**config.mk**
```make
export PLATFORM = sky130hd
export DESIGN_NAME = dbmc_top
export DESIGN_NICKNAME = d
export VERILOG_FILES = /design/src/rtl/dbmc_pkg.sv /design/src/rtl/dbmc_req_latch.sv /design/src/rtl/dbmc_seq.sv /design/src/rtl/dbmc_pin_drv.sv /design/src/rtl/dbmc_top.sv
export SDC_FILE = /design/constraint.sdc
export NUM_CORES = 1
export LEC_CHECK = 0
export ABC_CLOCK_PERIOD_IN_PS = 1900
export CORE_AREA = 8 8 113 115
export DETAILED_ROUTE_END_ITERATION = 7
export DIE_AREA = 0 0 121 123
export PLACE_DENSITY = 0.76
export SLEW_MARGIN = 20
export SYNTH_ARGS = -nofsm -noshare
export SYNTH_HDL_FRONTEND = slang
export SYNTH_SLANG_ARGS = --single-unit
```
**constraint.sdc**
```tcl
create_clock -name clk -period 1.9 [get_ports clk]
set_input_delay 0.19 -clock clk [delete_from_list [all_inputs] [get_ports clk]]
set_output_delay 0.19 -clock clk [all_outputs]
set_load 0.05 [all_outputs]
```
**src/rtl/dbmc_pkg.sv**
```systemverilog
package dbmc_pkg;

  typedef enum logic [2:0] {
    PH_IDLE,
    PH_RD,
    PH_WSU,
    PH_WST,
    PH_REC
  } phase_e;

  // nanoseconds to whole clock cycles, rounded up, never below one
  function automatic int ns_to_cyc(input int ns, input int clk_ns);
    int c;
    c = (ns + clk_ns - 1) / clk_ns;
    if (c < 1) c = 1;
    return c;
  endfunction

  function automatic int max3(input int a, input int b, input int c);
    int m;
    m = a;
    if (b > m) m = b;
    if (c > m) m = c;
    return m;
  endfunction

  // strobe phase: covers pulse width and data setup, and stretches the
  // whole write (one setup cycle plus strobe) to the bank cycle time
  function automatic int strobe_cyc(input int cyc_ns, input int wp_ns,
                                    input int ds_ns, input int clk_ns);
    return max3(ns_to_cyc(wp_ns, clk_ns), ns_to_cyc(ds_ns, clk_ns),
                ns_to_cyc(cyc_ns, clk_ns) - 1);
  endfunction

endpackage

```
**src/rtl/dbmc_req_latch.sv**
```systemverilog
module dbmc_req_latch #(
  parameter int AW    = 19,
  parameter int DW    = 32,
  parameter int LANES = DW / 8
) (
  input  logic             clk,
  input  logic             rst_n,
  input  logic             load,
  input  logic [AW-1:0]    addr_in,
  input  logic [LANES-1:0] be_in,
  input  logic [DW-1:0]    wdata_in,
  output logic [AW-1:0]    addr_q,
  output logic [LANES-1:0] be_q,
  output logic [DW-1:0]    wdata_q
);

  always_ff @(posedge clk or negedge rst_n) begin
    if (!rst_n) begin
      addr_q  <= '0;
      be_q    <= '0;
      wdata_q <= '0;
    end else if (load) begin
      addr_q  <= addr_in;
      be_q    <= be_in;
      wdata_q <= wdata_in;
    end
  end

endmodule

```
**src/rtl/dbmc_seq.sv**
```systemverilog
module dbmc_seq
  import dbmc_pkg::*;
#(
  parameter int RD_SR = 3,
  parameter int RD_FL = 7,
  parameter int WS_SR = 2,
  parameter int WS_FL = 6,
  parameter int REC   = 1,
  parameter int CW    = 4
) (
  input  logic   clk,
  input  logic   rst_n,
  input  logic   start,
  input  logic   start_bank,
  input  logic   start_wr,
  output phase_e phase,
  output logic   bank_q,
  output logic   rd_done
);

  logic [CW-1:0] cnt;
  logic          cnt_zero;

  assign cnt_zero = (cnt == '0);
  assign rd_done  = (phase == PH_RD) && cnt_zero;

  always_ff @(posedge clk or negedge rst_n) begin
    if (!rst_n) begin
      phase  <= PH_IDLE;
      cnt    <= '0;
      bank_q <= 1'b0;
    end else begin
      case (phase)
        PH_IDLE: if (start) begin
          bank_q <= start_bank;
          if (start_wr) begin
            phase <= PH_WSU;
          end else begin
            phase <= PH_RD;
            cnt   <= start_bank ? CW'(RD_FL - 1) : CW'(RD_SR - 1);
          end
        end
        PH_RD: if (cnt_zero) begin
          phase <= PH_REC;
          cnt   <= CW'(REC - 1);
        end else begin
          cnt <= cnt - 1'b1;
        end
        PH_WSU: begin
          phase <= PH_WST;
          cnt   <= bank_q ? CW'(WS_FL - 1) : CW'(WS_SR - 1);
        end
        PH_WST: if (cnt_zero) begin
          phase <= PH_REC;
          cnt   <= CW'(REC - 1);
        end else begin
          cnt <= cnt - 1'b1;
        end
        PH_REC: if (cnt_zero) phase <= PH_IDLE;
                else cnt <= cnt - 1'b1;
        default: phase <= PH_IDLE;
      endcase
    end
  end

  // the bank may change only when a new request is taken
  AST_BANK_HELD: assert property (@(posedge clk) disable iff (!rst_n)
    (phase != PH_IDLE) |=> $stable(bank_q));

  // a strobe phase is always entered through the setup cycle
  AST_SETUP_FIRST: assert property (@(posedge clk) disable iff (!rst_n)
    (phase == PH_WST && $past(phase) != PH_WST) |-> $past(phase) == PH_WSU);

endmodule

```
**src/rtl/dbmc_pin_drv.sv**
```systemverilog
module dbmc_pin_drv
  import dbmc_pkg::*;
#(
  parameter int LANES = 4
) (
  input  logic             clk,
  input  logic             rst_n,
  input  phase_e           phase,
  input  logic             bank_q,
  input  logic [LANES-1:0] be_q,
  output logic             sram_ce_n,
  output logic             flash_ce_n,
  output logic             oe_n,
  output logic             dq_oe,
  output logic [LANES-1:0] sram_we_n,
  output logic [LANES-1:0] flash_we_n
);

  logic active;
  logic strobe;

  assign active     = (phase == PH_RD) || (phase == PH_WSU) || (phase == PH_WST);
  assign strobe     = (phase == PH_WST);
  assign sram_ce_n  = !(active && !bank_q);
  assign flash_ce_n = !(active && bank_q);
  assign oe_n       = !(phase == PH_RD);
  assign dq_oe      = (phase == PH_WSU) || strobe;

  for (genvar i = 0; i < LANES; i++) begin : g_lane
    assign sram_we_n[i]  = !(strobe && !bank_q && be_q[i]);
    assign flash_we_n[i] = !(strobe && bank_q && be_q[i]);
  end

  AST_CE_EXCL: assert property (@(posedge clk) disable iff (!rst_n)
    sram_ce_n || flash_ce_n);

  AST_NO_FIGHT: assert property (@(posedge clk) disable iff (!rst_n)
    dq_oe |-> oe_n);

  AST_OE_GAP: assert property (@(posedge clk) disable iff (!rst_n)
    $fell(oe_n) |-> !$past(dq_oe));

  AST_WE_SRAM: assert property (@(posedge clk) disable iff (!rst_n)
    (sram_we_n != '1) |-> (!sram_ce_n && dq_oe && oe_n && flash_we_n == '1));

  AST_WE_FLASH: assert property (@(posedge clk) disable iff (!rst_n)
    (flash_we_n != '1) |-> (!flash_ce_n && dq_oe && oe_n && sram_we_n == '1));

  AST_DATA_SETUP: assert property (@(posedge clk) disable iff (!rst_n)
    $fell(&(sram_we_n & flash_we_n)) |-> $past(dq_oe));

endmodule

```
**src/rtl/dbmc_top.sv**
```systemverilog
module dbmc_top
  import dbmc_pkg::*;
#(
  parameter int AW        = 19,
  parameter int DW        = 32,
  parameter int CLK_NS    = 10,
  parameter int SR_CYC_NS = 25,
  parameter int SR_WP_NS  = 17,
  parameter int SR_DS_NS  = 13,
  parameter int FL_CYC_NS = 70,
  parameter int FL_WP_NS  = 35,
  parameter int FL_DS_NS  = 30,
  parameter int REC_NS    = 10
) (
  input  logic          clk,
  input  logic          rst_n,
  input  logic          req_valid,
  output logic          req_ready,
  input  logic          req_bank,
  input  logic          req_write,
  input  logic [AW-1:0] req_addr,
  input  logic [3:0]    req_be,
  input  logic [DW-1:0] req_wdata,
  output logic          rsp_valid,
  output logic [DW-1:0] rsp_rdata,
  output logic [AW-1:0] mem_addr,
  output logic [DW-1:0] mem_dq_o,
  output logic          mem_dq_oe,
  input  logic [DW-1:0] mem_dq_i,
  output logic          mem_sram_ce_n,
  output logic          mem_flash_ce_n,
  output logic          mem_oe_n,
  output logic [3:0]    mem_sram_we_n,
  output logic [3:0]    mem_flash_we_n
);

  localparam int LANES = DW / 8;
  localparam int RD_SR = ns_to_cyc(SR_CYC_NS, CLK_NS);
  localparam int RD_FL = ns_to_cyc(FL_CYC_NS, CLK_NS);
  localparam int WS_SR = strobe_cyc(SR_CYC_NS, SR_WP_NS, SR_DS_NS, CLK_NS);
  localparam int WS_FL = strobe_cyc(FL_CYC_NS, FL_WP_NS, FL_DS_NS, CLK_NS);
  localparam int REC   = ns_to_cyc(REC_NS, CLK_NS);
  localparam int MAXC  = max3(max3(RD_SR, RD_FL, WS_SR), WS_FL, REC);
  localparam int CW    = $clog2(MAXC + 1) + 1;

  phase_e           phase;
  logic             bank_q;
  logic             rd_done;
  logic             start;
  logic [LANES-1:0] be_q;
  logic             ce_any;

  assign req_ready = (phase == PH_IDLE);
  assign start     = req_valid && req_ready;

  dbmc_req_latch #(.AW(AW), .DW(DW), .LANES(LANES)) u_latch (
    .clk      (clk),
    .rst_n    (rst_n),
    .load     (start),
    .addr_in  (req_addr),
    .be_in    (req_be[LANES-1:0]),
    .wdata_in (req_wdata),
    .addr_q   (mem_addr),
    .be_q     (be_q),
    .wdata_q  (mem_dq_o)
  );

  dbmc_seq #(
    .RD_SR(RD_SR), .RD_FL(RD_FL), .WS_SR(WS_SR), .WS_FL(WS_FL),
    .REC(REC), .CW(CW)
  ) u_seq (
    .clk        (clk),
    .rst_n      (rst_n),
    .start      (start),
    .start_bank (req_bank),
    .start_wr   (req_write),
    .phase      (phase),
    .bank_q     (bank_q),
    .rd_done    (rd_done)
  );

  dbmc_pin_drv #(.LANES(LANES)) u_pins (
    .clk        (clk),
    .rst_n      (rst_n),
    .phase      (phase),
    .bank_q     (bank_q),
    .be_q       (be_q),
    .sram_ce_n  (mem_sram_ce_n),
    .flash_ce_n (mem_flash_ce_n),
    .oe_n       (mem_oe_n),
    .dq_oe      (mem_dq_oe),
    .sram_we_n  (mem_sram_we_n),
    .flash_we_n (mem_flash_we_n)
  );

  always_ff @(posedge clk or negedge rst_n) begin
    if (!rst_n) begin
      rsp_valid <= 1'b0;
      rsp_rdata <= '0;
    end else begin
      rsp_valid <= rd_done;
      if (rd_done) rsp_rdata <= mem_dq_i;
    end
  end

  assign ce_any = !mem_sram_ce_n || !mem_flash_ce_n;

  AST_ADDR_STABLE: assert property (@(posedge clk) disable iff (!rst_n)
    (ce_any && $past(ce_any)) |-> $stable(mem_addr));

  AST_READY_IDLE: assert property (@(posedge clk) disable iff (!rst_n)
    req_ready |-> (!ce_any && !mem_dq_oe));

  AST_RSP_AFTER_RD: assert property (@(posedge clk) disable iff (!rst_n)
    rsp_valid |-> ($past(!mem_oe_n) && mem_oe_n));

  AST_RSP_PULSE: assert property (@(posedge clk) disable iff (!rst_n)
    rsp_valid |=> !rsp_valid);

endmodule

```
==> results.sh, run 1 <==
export IMPL_outcome="finished with violations"
export IMPL_violations="negative setup slack"
export IMPL_routabilityCongestion=0.8342
export IMPL_first_pass_iters=4
export IMPL_crit_slowest_cell="or3_4"
export IMPL_layout_common_cells="clkdlybuf4s50_1 (174), dfrtp_1 (94), mux2_2 (59)"
export IMPL_tightestPinTransition_ns=0.6065
export IMPL_drv_slew=0
export IMPL_syn_to_final_growth_pct=64.72
export IMPL_yosysSeqAreaShare_pct=60.38
export IMPL_io_pins=189
export IMPL_grt_max_degree=57
export IMPL_clkPwrFrac_pct=12.6
export IMPL_finalCritPeriodShare_pct=104.6
export IMPL_syn_area_per_cell_sq_um=15.30
export IMPL_start_util_pct=35.92
export IMPL_drive_gt1_share_pct=31.57
export IMPL_hold_viol=0
export IMPL_htreeDepth=3
export IMPL_critPathMaxFanout=14
export IMPL_setup_ws_ns=-0.08792
export IMPL_path_class="flop to flop"
export IMPL_track_usage_pct=14.84
export IMPL_nNetsFinal=560
export IMPL_drtIter0Drc=115
export IMPL_internal_power_mw=7.817
export IMPL_crit_buf_inv=2
export IMPL_ir_drop_v=0.001277
export IMPL_finClkSkew_ns=0.006757
export IMPL_crit_path_start_kind="flop"
export IMPL_syn_cell_area_sq_um=3979
export IMPL_path_clk_slew_ns=0.07
export IMPL_ant_nets=0
export IMPL_ys_ff_latch=96
export IMPL_coreArea_sq_um=11080
export IMPL_maxCapViolCount=0
export IMPL_num_rows=39
export IMPL_cellPowerDensity_nw_per_um2=2210
export IMPL_final_core_util_pct=59.17
export IMPL_wl_microns=11270
export IMPL_synthesis_nets=353
export IMPL_cts_sinks=96
export IMPL_antenna_found_initial=0
export IMPL_wire_per_inst_microns=18.32
export IMPL_hp_class="input pin to async pin"
export IMPL_period_needed_ns=1.988
export IMPL_worstPathArrival_ns=2.20
export IMPL_hpwl_microns=8598
export IMPL_p_leak_nw=2.857
export IMPL_final_common_cell="clkdlybuf4s50_1"
export IMPL_crit_chain="inv_2, ha_4, or3b_4, or3_4, buf_12, mux2_4"
export IMPL_grt_overflow_total=0
export IMPL_yosysWarningCount=0
export IMPL_max_slew_margin_pct=59.57
export IMPL_rsz0062_at_grt="yes"
export IMPL_worst_path_largest_cell_delay_ns=0.41
export IMPL_root_buffer="clkbuf_16"
export IMPL_num_vias=2882
export IMPL_grt_pass1_wl_microns=17370
export IMPL_fmax_ghz=0.5030
export IMPL_p_seq_share_pct=25.8
export IMPL_dieArea_sq_um=14880
export IMPL_die_w_microns=121
export IMPL_clk_latency_ns=0.33
export IMPL_final_instance_count_excl_fill=615
export IMPL_setup_viol=32
export IMPL_worstSetupEndpointType="flop"
export IMPL_p_comb_share_pct=61.6
export IMPL_vias_per_cell=4.686
export IMPL_drc=0
export IMPL_place_inst=593
export IMPL_pre_cts_ws_ns=-0.2016
export IMPL_ys_types=34
export IMPL_n_antenna_cell=0
export IMPL_p_switching_mw=6.667
export IMPL_cts_tree="built"
export IMPL_syn_inst=260
export IMPL_io_buffers=188
export IMPL_grt_pass1_vias=3215
export IMPL_crit_family="simple AND/OR/NAND/NOR gates"
export IMPL_die_h_microns=123
export IMPL_switching_share_pct=46.03
export IMPL_cp_data_required_time_ns=2.12
export IMPL_cts_buffers=9
export IMPL_cts_buffer_depth=2
## area by class of cell
type                            instances  area (sq um)
Clock buffer                           11         242.7
Clock inverter                          5         63.81
Fill cell                             891          4523
Inverter                                4         15.01
Multi-Input combinational cell        148          1494
Sequential cell                        96          2405
Tap cell                              143         178.9
Timing Repair Buffer                  208          2155
## what timing repair did
item	CTS	global route
pin swaps	1	2
resized for setup	6	5
buffers inserted	1	3
gates cloned	1	0
endpoints found under the setup margin	36	36
hold buffers	1	0
endpoints found under the hold margin	45	0
## stage by stage
stage	power (mW)	hold WS [ns]	setup TNS [ns]	instance area (sq um)
finish	14.48	0.4536	-2.202	6554
global route	15.12	0.4560	-3.156	6554
CTS	14.58	0.4488	-1.590	6515
detailed placement	12.58	0.2408	-5.916	6141
global placement	12.39	0.2355	-4.752	6141
floorplan	9.470	-0.1056	-3.888	4035
## layer usage
metal  GRT usage (%)  part of all wire, %  vias up
met5               0                    0        -
li1                -                    -     1322
met2           26.77                   53      114
met3           4.338                  7.3       19
met1           15.97                   38     1427
met4           6.245                  2.4        0
## power groups by stage
stage | combinational, mW | clock [mW] | sequential [mW]
after floorplan | 2.58 | 0 | 6.89
after global placement | 8.69 | 0 | 3.71
after detailed placement | 8.81 | 0 | 3.77
after CTS | 8.93 | 1.89 | 3.75
after global routing | 9.27 | 1.98 | 3.87
final | 8.92 | 1.83 | 3.74
## sequential cells by signal (all words and copies together) (netlist names)
signal,cells
rsp_valid,1
u_seq.phase,3
u_latch.be_q,4
u_latch.wdata_q,32
u_seq.bank_q,1
u_latch.addr_q,19
rsp_rdata,32
u_seq.cnt,4
## synth_stat cells (all sizes together)
| cell type | number | area (sq um) |
|---|---|---|
| or3 | 2 | 12.51 |
| buf | 10 | 101.4 |
| nand2b | 5 | 31.28 |
| mux2 | 88 | 1100 |
| and2 | 1 | 6.260 |
| or2b | 1 | 7.510 |
| o221a | 1 | 11.26 |
| nand3 | 2 | 10.01 |
| or2 | 1 | 6.260 |
| and4b | 1 | 10.01 |
| or3b | 2 | 20.02 |
| a221o | 1 | 10.01 |
| ha | 1 | 12.51 |
| a31oi | 2 | 12.51 |
| a21oi | 8 | 40.04 |
| nor3 | 2 | 10.01 |
| clkbuf | 2 | 7.510 |
| nand4 | 1 | 6.260 |
| nor3b | 2 | 15.01 |
| nor2b | 1 | 6.260 |
| dfrtp | 96 | 2402 |
| xnor2 | 1 | 8.760 |
| a21o | 2 | 15.01 |
| inv | 4 | 15.01 |
| nor2 | 6 | 22.52 |
| nand3b | 1 | 7.510 |
| o2bb2ai | 1 | 8.760 |
| o21ai | 3 | 15.01 |
| nand2 | 11 | 41.29 |
| and3 | 1 | 6.260 |
## worst paths after layout
check | startpoint | endpoint | slack (ns) | cells past startpoint
min in group clk | req_wdata[3] | u_latch.wdata_q[3] | 0.46 | 2
max in group asynchronous | rst_n | u_latch.wdata_q[27] | 0.76 | 3
worst max register to register | u_seq.cnt[0] | rsp_rdata[7] | -0.09 | 6
worst min register to register | u_latch.wdata_q[27] | u_latch.wdata_q[27] | 0.50 | 1
worst min-delay path | rst_n | rsp_rdata[8] | 0.45 | 2
worst max-delay path | u_seq.cnt[0] | rsp_rdata[7] | -0.09 | 6
## cells by family after synthesis
group | count (synthesis) | synth area share, %
flip-flops | 96 | 60.38
multiplexers | 88 | 27.64
AND/OR/NAND/NOR | 40 | 5.504
AO/OA/AOI/OAI | 18 | 2.830
buffers and inverters | 16 | 3.113
XOR/XNOR | 1 | 0.2202
adder cells (fa/ha/maj) | 1 | 0.3144
No activity file was read; power rests on OpenSTA's default activity.
==> inputs of run 2 (changes only) <==
--- a/config.mk
+++ b/config.mk
@@ -6,9 +6,9 @@
 export NUM_CORES = 1
 export LEC_CHECK = 0
 export ABC_CLOCK_PERIOD_IN_PS = 1900
-export CORE_AREA = 8 8 113 115
+export CORE_AREA = 4 4 109 111
 export DETAILED_ROUTE_END_ITERATION = 7
-export DIE_AREA = 0 0 121 123
+export DIE_AREA = 0 0 113 115
 export PLACE_DENSITY = 0.76
 export SLEW_MARGIN = 20
 export SYNTH_ARGS = -nofsm -noshare
==> results.sh, run 2 (synthesis gave the netlist of run 1 again) <==
export IMPL_outcome="finished with violations"
export IMPL_violations="negative setup slack"
export IMPL_reg2reg_slack_ns=-0.11
export IMPL_clk_latency_ns=0.36
export IMPL_setup_viol=32
export IMPL_grt_max_degree=57
export IMPL_wl_microns=10230
export IMPL_maxCapViolCount=0
export IMPL_worstPathArrival_ns=2.25
export IMPL_cts_buffer_depth=2
export IMPL_path_class="flop to flop"
export IMPL_worst_path_largest_cell_delay_ns=0.42
export IMPL_r2r_start="u_seq.cnt[0]"
export IMPL_htreeDepth=3
export IMPL_routabilityCongestion=0.8262
export IMPL_num_fill_cells=879
export IMPL_r2r_end="rsp_rdata[19]"
export IMPL_fmax_ghz=0.4984
export IMPL_crit_path_start_kind="flop"
export IMPL_cp_data_required_time_ns=2.15
export IMPL_multi_input_area_sq_um=1496
export IMPL_finalCritPeriodShare_pct=105.6
export IMPL_hpwl_microns=7609
export IMPL_dieArea_sq_um=13000
export IMPL_final_common_cell="clkdlybuf4s50_1"
export IMPL_worstSetupEndpointType="flop"
export IMPL_rsz0062_at_grt="yes"
export IMPL_track_usage_pct=15.52
export IMPL_layout_common_cells="clkdlybuf4s50_1 (174), dfrtp_1 (95), mux2_2 (59)"
export IMPL_num_rows=38
export IMPL_nNetsFinal=557
export IMPL_cts_buffers=9
export IMPL_drive_gt1_share_pct=31.34
export IMPL_reg_largest_list="rsp_rdata (32), u_latch.wdata_q (32), u_latch.addr_q (19)"
export IMPL_grt_pass1_vias=3018
export IMPL_vias_per_cell=4.695
export IMPL_wire_per_inst_microns=16.79
export IMPL_grt_pass1_wl_microns=15830
export IMPL_drc=0
export IMPL_antenna_found_initial=0
export IMPL_syn_to_final_growth_pct=62.36
export IMPL_n_antenna_cell=0
export IMPL_io_pins=189
export IMPL_cts_sinks=96
export IMPL_period_needed_ns=2.007
export IMPL_ff_latch_area_sq_um=2404
export IMPL_tightestPinTransition_ns=0.5451
export IMPL_max_slew_margin_pct=63.54
export IMPL_hp_class="input pin to async pin"
export IMPL_die_h_microns=115
export IMPL_die_w_microns=113
export IMPL_finClkSkew_ns=0.01026
export IMPL_drtIter0Drc=65
export IMPL_hold_viol=0
export IMPL_drv_slew=0
export IMPL_io_buffers=188
export IMPL_hold_ws_ns=0.3270
export IMPL_first_pass_iters=4
export IMPL_coreArea_sq_um=10790
export IMPL_grt_overflow_total=0
export IMPL_root_buffer="clkbuf_8"
export IMPL_critPathMaxFanout=16
export IMPL_ant_nets=0
export IMPL_cts_tree="built"
export IMPL_start_util_pct=36.87
export IMPL_crit_slowest_cell="dfrtp_1"
export IMPL_crit_chain="inv_2, ha_4, or3b_4, or3_4, buf_16, mux2_4"
export IMPL_rr_worst_depth=6
export IMPL_path_clk_slew_ns=0.09
export IMPL_num_vias=2859
export IMPL_setup_ws_ns=-0.1065
[run 2: cell types whose count changed in the layout (fill, tap and decap cells not counted), moves of 2 or more]
cell / before / now
clkbuf_16: 9 / 0
clkinv_4: 2 / 0
clkinvlp_4: 1 / 3
clkbuf_8: 1 / 10
buf_4: 18 / 16
[run 2: area by class of cell]
class / instances / area share, %
clock buffers: 10 / 2.131
clock inverters: 6 / 1.414
inverters: 4 / 0.2324
multi-input cells: 148 / 23.16
flip-flops and latches: 96 / 37.21
well taps: 140 / 2.712
repair buffers: 205 / 33.14
[run 2: worst max-delay path by stage]
stage	startpoint	end	slack (ns)	cells after the start
global placement	u_seq.cnt[1]	rsp_rdata[11]	-0.18	6
floorplan	u_seq.cnt[0]	rsp_rdata[10]	-0.13	7
detailed placement	u_seq.cnt[0]	rsp_rdata[30]	-0.24	6
finish	u_seq.cnt[0]	rsp_rdata[19]	-0.11	6
CTS	u_seq.cnt[0]	rsp_rdata[19]	-0.11	6
global route	u_seq.cnt[0]	rsp_rdata[14]	-0.15	6
[run 2: worst max-delay path, delay by kind of cell, from the launching register on]
| family | cells | cell delay, ns |
|---|---|---|
| flip-flops | 1 | 0.42 |
| adder cells (fa/ha/maj) | 1 | 0.12 |
| multiplexers | 1 | 0.30 |
| AND/OR/NAND/NOR | 2 | 0.78 |
| buffers and inverters | 2 | 0.28 |
[run 2: metal layers]
layer  share of wire (%)  up-vias  GRT usage [%]  wire (microns)
met1                  38     1408          18.65            3889
met3                 7.0        8          3.421             716
met5                   0        -              0               0
met2                  54      119          27.53            5508
met4                 1.1        0          5.529             110
li1                    -     1324              -               -
[run 2: what timing repair did]
action / 4_1_cts / 5_1_grt
hold buffers: 1 / 0
setup endpoints to repair: 36 / 41
endpoints found under the hold margin: 30 / 0
gates cloned: 2 / 0
resized for setup: 5 / 4
pin swaps: 1 / 1
setup buffers: 2 / 0
[run 2: through the flow]
step	worst slack (ns)	utilization, %	setup TNS (ns)	std cells	instance area (sq um)
finish	-0.1065	59.85	-2.952	609	6460
global route	-0.1465	59.85	-4.311	609	6460
floorplan	-0.1347	-	-3.888	260	4035
global placement	-0.1797	56.72	-5.624	588	6122
detailed placement	-0.2359	56.72	-7.180	588	6122
CTS	-0.1062	59.73	-2.952	609	6446
Power of run 2 is left out: the tool's default activity adds up to more than one toggle a clock period on the data nets, which glitch-free logic cannot reach.
==> inputs of run 3 (changes only) <==
--- a/config.mk
+++ b/config.mk
@@ -10,7 +10,6 @@
 export DETAILED_ROUTE_END_ITERATION = 7
 export DIE_AREA = 0 0 113 115
 export PLACE_DENSITY = 0.76
-export SLEW_MARGIN = 20
 export SYNTH_ARGS = -nofsm -noshare
 export SYNTH_HDL_FRONTEND = slang
 export SYNTH_SLANG_ARGS = --single-unit
==> results of run 3 <==
No change in the layout: final DEF, timing and power equal those of run 2.
Power of run 3 is left out for the same reason.
